`src/rtl/lcdc_host_pkg.sv`:
```
package lcdc_host_pkg;

    localparam int BUS_W = 8;
    localparam int NIB_W = BUS_W / 2;
    localparam int AC_W  = BUS_W - 1;

    // Instruction tag (bits 7..5) of the width command, and the bit choosing the width
    localparam logic [2:0] WIDTH_CMD_TAG = 3'b001;
    localparam int         WIDTH_BIT     = 4;

    typedef enum logic {
        WIDTH_8 = 1'b0,
        WIDTH_4 = 1'b1
    } bus_width_e;

    typedef enum logic {
        NIB_HI = 1'b0,
        NIB_LO = 1'b1
    } nib_phase_e;

    // Host lines as seen in the clock domain
    typedef struct packed {
        logic             sel_data;
        logic             is_read;
        logic [BUS_W-1:0] bits;
    } bus_sample_t;

    // A finished byte transfer
    typedef struct packed {
        logic             done;
        logic             sel_data;
        logic             is_read;
        logic [BUS_W-1:0] octet;
    } xfer_t;

    function automatic logic is_width_cmd(input logic [BUS_W-1:0] b);
        return b[BUS_W-1:BUS_W-3] == WIDTH_CMD_TAG;
    endfunction

    function automatic bus_width_e width_of_cmd(input logic [BUS_W-1:0] b);
        return b[WIDTH_BIT] ? WIDTH_8 : WIDTH_4;
    endfunction

    // Place a read value on the bus for the current width and nibble phase
    function automatic logic [BUS_W-1:0] present_read(
        input logic [BUS_W-1:0] v,
        input bus_width_e       w,
        input nib_phase_e       p
    );
        logic [NIB_W-1:0] nib;
        if (w == WIDTH_8) begin
            return v;
        end
        nib = (p == NIB_HI) ? v[BUS_W-1:NIB_W] : v[NIB_W-1:0];
        return {nib, {NIB_W{1'b0}}};
    endfunction

endpackage

```
`src/rtl/lcdc_strobe_sync.sv`:
```
module lcdc_strobe_sync
    import lcdc_host_pkg::*;
(
    input  logic             clk,
    input  logic             rst,
    input  logic             en_pin,
    input  logic             rs_pin,
    input  logic             rw_pin,
    input  logic [BUS_W-1:0] db_pin,
    output logic             en_now,
    output bus_sample_t      samp,
    output logic             fall
);

    logic en_prev;

    always_ff @(posedge clk) begin
        if (rst) begin
            en_now  <= 1'b0;
            en_prev <= 1'b0;
            samp    <= '0;
        end else begin
            en_now  <= en_pin;
            en_prev <= en_now;
            samp    <= '{sel_data: rs_pin, is_read: rw_pin, bits: db_pin};
        end
    end

    // One-cycle event when the sampled strobe goes from high to low
    assign fall = en_prev & ~en_now;

endmodule

```
`src/rtl/lcdc_nibble_join.sv`:
```
module lcdc_nibble_join
    import lcdc_host_pkg::*;
(
    input  logic        clk,
    input  logic        rst,
    input  logic        fall,
    input  bus_sample_t samp,
    input  bus_width_e  width,
    input  logic        width_reset,
    output xfer_t       xfer,
    output nib_phase_e  phase
);

    logic [NIB_W-1:0] hi_q;

    always_comb begin
        xfer = '0;
        if (fall) begin
            if (width == WIDTH_8) begin
                xfer = '{done: 1'b1, sel_data: samp.sel_data,
                         is_read: samp.is_read, octet: samp.bits};
            end else if (phase == NIB_LO) begin
                xfer = '{done: 1'b1, sel_data: samp.sel_data,
                         is_read: samp.is_read,
                         octet: {hi_q, samp.bits[BUS_W-1:NIB_W]}};
            end
        end
    end

    always_ff @(posedge clk) begin
        if (rst) begin
            phase <= NIB_HI;
            hi_q  <= '0;
        end else if (width_reset) begin
            phase <= NIB_HI;
        end else if (fall && width == WIDTH_4) begin
            if (phase == NIB_HI) begin
                hi_q  <= samp.bits[BUS_W-1:NIB_W];
                phase <= NIB_LO;
            end else begin
                phase <= NIB_HI;
            end
        end
    end

endmodule

```
`src/rtl/lcdc_busy_timer.sv`:
```
module lcdc_busy_timer #(
    parameter int INIT_CYCLES = 400,
    parameter int EXEC_CYCLES = 40,
    parameter int CNT_W       = 9
) (
    input  logic             clk,
    input  logic             rst,
    input  logic             load,
    output logic             busy,
    output logic [CNT_W-1:0] count
);

    localparam logic [CNT_W-1:0] INIT_VAL = CNT_W'(INIT_CYCLES);
    localparam logic [CNT_W-1:0] EXEC_VAL = CNT_W'(EXEC_CYCLES);

    always_ff @(posedge clk) begin
        if (rst) begin
            count <= INIT_VAL;
        end else if (load) begin
            count <= EXEC_VAL;
        end else if (count != '0) begin
            count <= count - 1'b1;
        end
    end

    assign busy = (count != '0);

endmodule

```
`src/rtl/lcdc_host_port.sv`:
```
module lcdc_host_port
    import lcdc_host_pkg::*;
#(
    parameter int INIT_CYCLES = 400,
    parameter int EXEC_CYCLES = 40
) (
    input  logic             clk,
    input  logic             rst,
    input  logic             hb_en,
    input  logic             hb_rs,
    input  logic             hb_rw,
    input  logic [BUS_W-1:0] hb_din,
    output logic [BUS_W-1:0] hb_dout,
    output logic             hb_oe,
    input  logic [AC_W-1:0]  core_ac,
    input  logic [BUS_W-1:0] core_rdata,
    output logic             ir_load,
    output logic [BUS_W-1:0] ir_value,
    output logic             dr_load,
    output logic [BUS_W-1:0] dr_value,
    output logic             dr_fetch
);

    localparam int CNT_MAX = (INIT_CYCLES > EXEC_CYCLES) ? INIT_CYCLES : EXEC_CYCLES;
    localparam int CNT_W   = $clog2(CNT_MAX + 1);

    logic             en_now;
    bus_sample_t      samp;
    logic             fall;
    xfer_t            xfer;
    nib_phase_e       phase;
    bus_width_e       width_q;
    logic             width_reset;
    logic             busy;
    logic [CNT_W-1:0] busy_cnt;
    logic             is_status;
    logic             accept;
    logic             acc_ir;
    logic [BUS_W-1:0] read_src;

    lcdc_strobe_sync u_sync (
        .clk    (clk),
        .rst    (rst),
        .en_pin (hb_en),
        .rs_pin (hb_rs),
        .rw_pin (hb_rw),
        .db_pin (hb_din),
        .en_now (en_now),
        .samp   (samp),
        .fall   (fall)
    );

    lcdc_nibble_join u_join (
        .clk         (clk),
        .rst         (rst),
        .fall        (fall),
        .samp        (samp),
        .width       (width_q),
        .width_reset (width_reset),
        .xfer        (xfer),
        .phase       (phase)
    );

    lcdc_busy_timer #(
        .INIT_CYCLES (INIT_CYCLES),
        .EXEC_CYCLES (EXEC_CYCLES),
        .CNT_W       (CNT_W)
    ) u_busy (
        .clk   (clk),
        .rst   (rst),
        .load  (accept),
        .busy  (busy),
        .count (busy_cnt)
    );

    // Status reads bypass the busy check; everything else must wait
    assign is_status   = xfer.done & ~xfer.sel_data & xfer.is_read;
    assign accept      = xfer.done & ~is_status & ~busy;
    assign acc_ir      = accept & ~xfer.sel_data & ~xfer.is_read;
    assign width_reset = acc_ir & is_width_cmd(xfer.octet)
                       & (width_of_cmd(xfer.octet) != width_q);

    always_ff @(posedge clk) begin
        if (rst) begin
            width_q <= WIDTH_8;
        end else if (width_reset) begin
            width_q <= width_of_cmd(xfer.octet);
        end
    end

    always_ff @(posedge clk) begin
        if (rst) begin
            ir_load  <= 1'b0;
            ir_value <= '0;
            dr_load  <= 1'b0;
            dr_value <= '0;
            dr_fetch <= 1'b0;
        end else begin
            ir_load  <= acc_ir;
            dr_load  <= accept & xfer.sel_data & ~xfer.is_read;
            dr_fetch <= accept & xfer.sel_data & xfer.is_read;
            if (acc_ir) begin
                ir_value <= xfer.octet;
            end
            if (accept && xfer.sel_data && !xfer.is_read) begin
                dr_value <= xfer.octet;
            end
        end
    end

    assign read_src = samp.sel_data ? core_rdata : {busy, core_ac};
    assign hb_oe    = en_now & samp.is_read;
    assign hb_dout  = hb_oe ? present_read(read_src, width_q, phase) : '0;

endmodule

```
`config.mk`:
```
export PLATFORM = sky130hd
export DESIGN_NAME = lcdc_host_port
export DESIGN_NICKNAME = d
export VERILOG_FILES = /design/src/rtl/lcdc_host_pkg.sv /design/src/rtl/lcdc_strobe_sync.sv /design/src/rtl/lcdc_nibble_join.sv /design/src/rtl/lcdc_busy_timer.sv /design/src/rtl/lcdc_host_port.sv
export SDC_FILE = /design/constraint.sdc
export NUM_CORES = 1
export LEC_CHECK = 0
export BUFFER_PORTS_ARGS = -buffer_cell sky130_fd_sc_hd__clkbuf_2
export CAP_MARGIN = 15
export CORE_ASPECT_RATIO = 0.7
export CORE_MARGIN = 2
export CORE_UTILIZATION = 40
export CTS_CLUSTER_DIAMETER = 100
export DETAILED_ROUTE_END_ITERATION = 10
export PLACE_DENSITY = 0.66
export SLEW_MARGIN = 20
export SYNTH_ARGS = -nofsm -noshare
export SYNTH_HDL_FRONTEND = slang
export SYNTH_SLANG_ARGS = --single-unit
```
`constraint.sdc`:
```
create_clock -name clk -period 1.9 [get_ports clk]
set_input_delay 0.38 -clock clk [delete_from_list [all_inputs] [get_ports clk]]
set_output_delay 0.38 -clock clk [all_outputs]
set_load 0.05 [all_outputs]
```
==> metrics.cfg, run 1 <==
[run_status]
status = complete, but fails checks
violations = negative setup slack

[synthesis]
synthDistinctLibCells = 44
ys_seq_elements = 46
syn-num-nets = 257
synth-edff-count = 0
synth-main-ff-cell = dfxtp_1
syn_area_um2 = 2110
yosysSeqAreaShare = 0.437
async_flop_share = 0
yosys_warnings = 0
netlist_instances = 227
synth_area_per_cell_um2 = 9.28

[clocking]
cts_tree = yes
cts_buffers = 5
clock_latency_ns = 0.30
clk_transition_reported_paths_ns = 0.09
cts_sinks = 46
cts_buffer_depth = 2
htreeDepth = 2
cts_root_buf = clkbuf_8

[power]
vdd_ir_drop_max_mv = 0.479
power.density_nw_per_um2 = 694
power_mw = 2.02
leakage_nw = 1.26

[detailed_routing]
drc_errors = 0
drt_pass1_iterations = 4
post_drt_via_cell_ratio = 5.07
drt_iter0_markers = 140
drt-total-wl_um = 5200
wl_per_cell_um = 13.8
num_vias = 1913
detail-route-antenna-nets = 0

[sta]
fin_crit_ns = 2.21
slew_violations = 0
finalClockSkew_ns = 0.00939
whs_ns = 0.288
grt_setup_unrepaired = true
setup_tns_ns = -0.450
max_freq_mhz = 452
worst_slew_pin_slew_ns = 0.470
relSlewSlack = 0.685
setup_ws_ns = -0.313
hold_viol_final = 0
period_share = 1.16
setup_viol = 4

[grt]
grt_pass1_vias = 1813
overflow = 0
antenna_found_initial = 0
grtUsageTotal = 0.184
grt_pass1_wl_um = 8610
grt_max_degree = 25

[min_path]
hold_start = hb_din[5]
holdPathStages = 2
hp-class = in -> reg

[critical_path]
end_kind = output port
cp.required_ns = 1.52
worstSetupPathType = reg -> out
worstPathArrival_ns = 1.83
crit_path_max_fanout = 2
worstSetupStartpointType = flop
reg2reg_from = u_busy.count[0]$_SDFFE_PP0N_
crit_path_start = u_busy.count[0]$_SDFFE_PP0N_
r2r_cells = 8
r2r_slack_ns = 0.02

[placed_design]
dp_hpwl_um = 3790
routabilityCongestion = 0.791
io_buffers = 55
pre_cts_slack_ns = -0.0240

[die]
pin_count = 56
die_h_um = 64.7
dieArea_um2 = 5870
fp.dieW_um = 90.7
coreArea_um2 = 5150
rows = 22
start_util = 0.409

[cells_and_area]
fillers = 463
final_nets = 334
fin_util = 0.567
multiInputGateArea_um2 = 1190
n_antenna_cell = 0
seq_area_um2 = 927
drive_gt1_frac = 0.420
syn_to_final_growth_pct = 38.5

[flow_run]
drv_cap = 0

==> critical path, stage by stage (launching register included) <==
cell,delay [ns]
dfxtp_2,0.33
inv_2,0.07
ha_4,0.14
nor4b_4,0.24
nand2_2,0.09
mux2_4,0.28
a31o_4,0.22
clkbuf_16,0.16
==> logic make-up (layout without fill, tap and decap cells) <==
| group | Yosys count | count (layout) | synth area share |
|---|---|---|---|
| and+or+nand+nor | 88 | 88 | 0.243 |
| DFF | 46 | 46 | 0.437 |
| AOI/OAI and AO/OA | 44 | 44 | 0.134 |
| buffers and inverters | 24 | 102 | 0.0457 |
| muxes | 22 | 22 | 0.124 |
| adders and majority gates | 2 | 2 | 0.0119 |
| xor gates and xnor gates | 1 | 1 | 0.00416 |
==> where the power goes <==
| group | leakage [nW] | total [mW] | internal, mW | switching [mW] |
|---|---|---|---|---|
| Combinational | 0.824 | 0.258 | 0.132 | 0.126 |
| Sequential | 0.377 | 1.03 | 0.997 | 0.0341 |
| Clock | 0.0585 | 0.736 | 0.394 | 0.342 |
==> Yosys cell counts (3+ instances only) <==
cell type | number | area (µm²)
nor2b_1 | 17 | 106
mux2i_1 | 17 | 170
a21oi_1 | 6 | 30.0
dfxtp_1 | 46 | 921
inv_1 | 10 | 37.5
nand2_1 | 21 | 78.8
o21ai_0 | 16 | 80.1
and3_1 | 3 | 18.8
mux4_2 | 3 | 67.6
o211ai_1 | 8 | 60.1
and2_1 | 3 | 18.8
nor3_1 | 9 | 45.0
clkbuf_1 | 9 | 33.8
nor2_1 | 10 | 37.5
nand3_1 | 5 | 25.0
a211oi_1 | 5 | 37.5
nand2b_1 | 5 | 31.3
==> registers in the layout (all words and copies together) (netlist names) <==
| name | cells |
|---|---|
| u_busy.count | 9 |
| u_sync.en_prev | 1 |
| u_join.hi_q | 4 |
| width_q | 1 |
| ir_value | 8 |
| ir_load | 1 |
| u_sync.en_now | 1 |
| dr_load | 1 |
| u_sync.samp | 10 |
| u_join.phase | 1 |
| dr_value | 8 |
| dr_fetch | 1 |
==> metal layers <==
| layer | up-vias | GRT usage | wire length [µm] |
|---|---|---|---|
| met5 | - | 0 | 0 |
| met4 | 0 | 0.0519 | 71 |
| met3 | 8 | 0.0419 | 320 |
| met2 | 60 | 0.282 | 2190 |
| met1 | 886 | 0.261 | 2610 |
| li1 | 959 | - | - |
==> cell type report <==
class                           count  area share
Timing Repair Buffer               84       0.193
Clock inverter                      3      0.0150
Tap cell                           72      0.0309
Clock buffer                        5      0.0236
Inverter                           10      0.0129
Multi-Input combinational cell    157       0.407
Sequential cell                    46       0.318
==> path summary, 6_finish.rpt <==
kind,to
setup / recovery,hb_dout[7]
hold / removal,u_sync.samp[5]$_SDFF_PP0_
setup reg to reg,ir_value[5]$_SDFFE_PP0P_
hold reg to reg,ir_value[2]$_SDFFE_PP0P_
==> metrics by stage <==
stage	instance area [µm²]	instances
floorplan	2160	227
global placement	2620	361
detailed placement	2620	361
CTS	2910	379
global route	2920	377
finish	2920	377
==> cell usage in the layout, fill, tap and decap left out, types with 2 or more instances in the layout <==
master     n
clkbuf_8   5
nor3_2     5
and2_4     3
nand2_1   19
and3_1     3
clkbuf_2  50
a21oi_1    6
a211oi_1   4
mux4_2     3
o211ai_1   8
nand3_1    5
nor2b_1   17
nand2b_1   5
mux2i_1   17
dfxtp_2    5
nor3b_1    2
o21ai_2    2
buf_8      3
buf_4     24
nor2_1     9
o21ai_1    7
inv_1      8
o22ai_1    2
o21ai_0    7
dfxtp_1   41
nor4b_1    2
buf_6      5
nor3_1     4
inv_2      2
==> repair_timing <==
item / in CTS / in global routing
gates resized for setup: 23 / 20
setup buffers: 10 / 4
pin swaps: 7 / 7
setup endpoints to repair: 5 / 28
hold buffers: 0 / 0
No activity file was read; power rests on OpenSTA's default activity.
==> run 2: changes to the inputs <==
--- a/config.mk
+++ b/config.mk
@@ -7,7 +7,6 @@
 export LEC_CHECK = 0
 export BUFFER_PORTS_ARGS = -buffer_cell sky130_fd_sc_hd__clkbuf_2
 export CAP_MARGIN = 15
-export CORE_ASPECT_RATIO = 0.7
 export CORE_MARGIN = 2
 export CORE_UTILIZATION = 40
 export CTS_CLUSTER_DIAMETER = 100
==> metrics.cfg, run 2 (synthesis results as in run 1) <==
[detailed_routing]
num_vias = 1919
post_drt_via_cell_ratio = 5.12
wl_per_cell_um = 13.3
drt-total-wl_um = 4990
drc_errors = 0
detail-route-antenna-nets = 0
drt_iter0_markers = 132
drt_pass1_iterations = 4

[cells_and_area]
syn_to_final_growth_pct = 36.7
largest_reg_flops = 10
largestRegisters = u_sync.samp (10), u_busy.count (9)
drive_gt1_frac = 0.403
finish.instance_area_um2 = 2880
mostFrequentLayoutCell = clkbuf_2
fin_cells = 375
regMostFlops = u_sync.samp
final_cell_mix = 50 x clkbuf_2, 41 x dfxtp_1, 26 x buf_4
n_antenna_cell = 0
final_nets = 334

[die]
dieArea_um2 = 5860
fp.dieW_um = 76.6
die_h_um = 76.6
coreArea_um2 = 5110
rows = 26
start_util = 0.413
pin_count = 56

[sta]
grt_setup_unrepaired = true
fin_crit_ns = 2.18
setup_viol = 4
setup_tns_ns = -0.460
relSlewSlack = 0.685
worst_slew_pin_slew_ns = 0.470
finalClockSkew_ns = 0.0128
hold_viol_final = 0
setup_ws_ns = -0.278
period_share = 1.15
max_freq_mhz = 459
slew_violations = 0

[power]
internal_power_mw = 1.52
p_sw_mw = 0.497
power.density_nw_per_um2 = 701
sw_frac_of_total = 0.246
vdd_ir_drop_max_mv = 0.489
p_clk_frac = 0.366
power_mw = 2.02
p_seq_frac = 0.509
pwr-share-comb = 0.125
leakage_nw = 1.25

[min_path]
hp-class = in -> reg
holdPathStages = 2
hold_start = hb_din[0]
min_to = u_sync.samp[0]$_SDFF_PP0_

[critical_path]
cp_top_family = flip-flops
slowest_delay_ns = 0.33
end_kind = output port
r2r_cells = 8
worstPathArrival_ns = 1.80
r2r_slack_ns = 0.11
worstSetupPathType = reg -> out
crit_path_start = u_busy.count[1]$_SDFFE_PP0N_
crit_path_max_fanout = 2
cp_num_buf_inv = 2
cp_slowest_cell = dfxtp_2
worstSetupStartpointType = flop
reg2reg_from = u_busy.count[1]$_SDFFE_PP0N_
r2r_end = ir_value[0]$_SDFFE_PP0P_
cp.required_ns = 1.52
cp_cell_sequence = inv_2, ha_4, nor4b_4, nand2_2, mux2_4, a31o_4, clkbuf_16

[placed_design]
routabilityCongestion = 0.838
placed_cells = 361
dpl_cell_area_um2 = 2640
dp_hpwl_um = 3750
pre_cts_slack_ns = -0.0193
io_buffers = 55

[run_status]
violations = negative setup slack
status = complete, but fails checks

[clocking]
htreeDepth = 2
clock_latency_ns = 0.31
cts_buffers = 5
cts_hold_buf = 0
cts_buffer_depth = 2
cts_sinks = 46
cts_tree = yes
cts_root_buf = clkbuf_8
clk_transition_reported_paths_ns = 0.09

[grt]
overflow = 0
grt_pass1_wl_um = 8450
grt_pass1_vias = 1755
grt_max_degree = 25
grtUsageTotal = 0.180
antenna_found_initial = 0

[flow_run]
drv_cap = 0

==> run 2: cell counts in the layout (fill, tap and decap cells not counted) <==
No cell type changed its count.
==> run 2: worst max-delay path by stage <==
stage | end | slack (ns) | cells past startpoint
2_1_floorplan | hb_dout[3] | -0.04 | 3
3_3_place_gp | hb_dout[7] | 0.005 | 7
3_5_place_dp | hb_dout[7] | -0.02 | 7
4_1_cts | hb_dout[7] | -0.28 | 7
5_1_grt | hb_dout[7] | -0.37 | 7
6_report | hb_dout[7] | -0.28 | 7
==> run 2: timing repair <==
item | 4_1_cts | 5_1_grt
setup buffers | 4 | 5
gates resized for setup | 11 | 21
pin swaps | 1 | 2
endpoints found under the setup margin | 7 | 32
==> run 2: layout make-up <==
cell class | count | area, µm²
Fill cell | 470 | 2230
Multi-Input combinational cell | 157 | 1160
Sequential cell | 46 | 927
Timing Repair Buffer | 84 | 552
Tap cell | 70 | 87.6
Clock buffer | 5 | 68.8
Clock inverter | 3 | 43.8
Inverter | 10 | 37.5
==> run 2: per-stage QoR <==
| step | utilization | hold slack, ns |
|---|---|---|
| final | 0.564 | 0.284 |
| after global routing | 0.564 | 0.279 |
| after CTS | 0.553 | 0.275 |
| after detailed placement | 0.516 | 0.456 |
| after global placement | 0.516 | 0.447 |
| after floorplan | - | 0.464 |
==> run 2: power groups by stage <==
stage | Clock (mW) | Combinational, mW | Sequential [mW]
2_1_floorplan | 0 | 0.139 | 1.05
3_3_place_gp | 0 | 0.236 | 1.05
3_5_place_dp | 0 | 0.240 | 1.05
4_1_cts | 0.753 | 0.244 | 1.03
5_1_grt | 0.799 | 0.280 | 1.03
6_report | 0.738 | 0.253 | 1.03
==> run 2: metal layers <==
metal	up-vias	track usage	share of wire
li1	955	-	-
met5	-	0	0
met1	889	0.240	0.45
met4	0	0.0655	0.014
met3	6	0.0438	0.072
met2	69	0.283	0.46
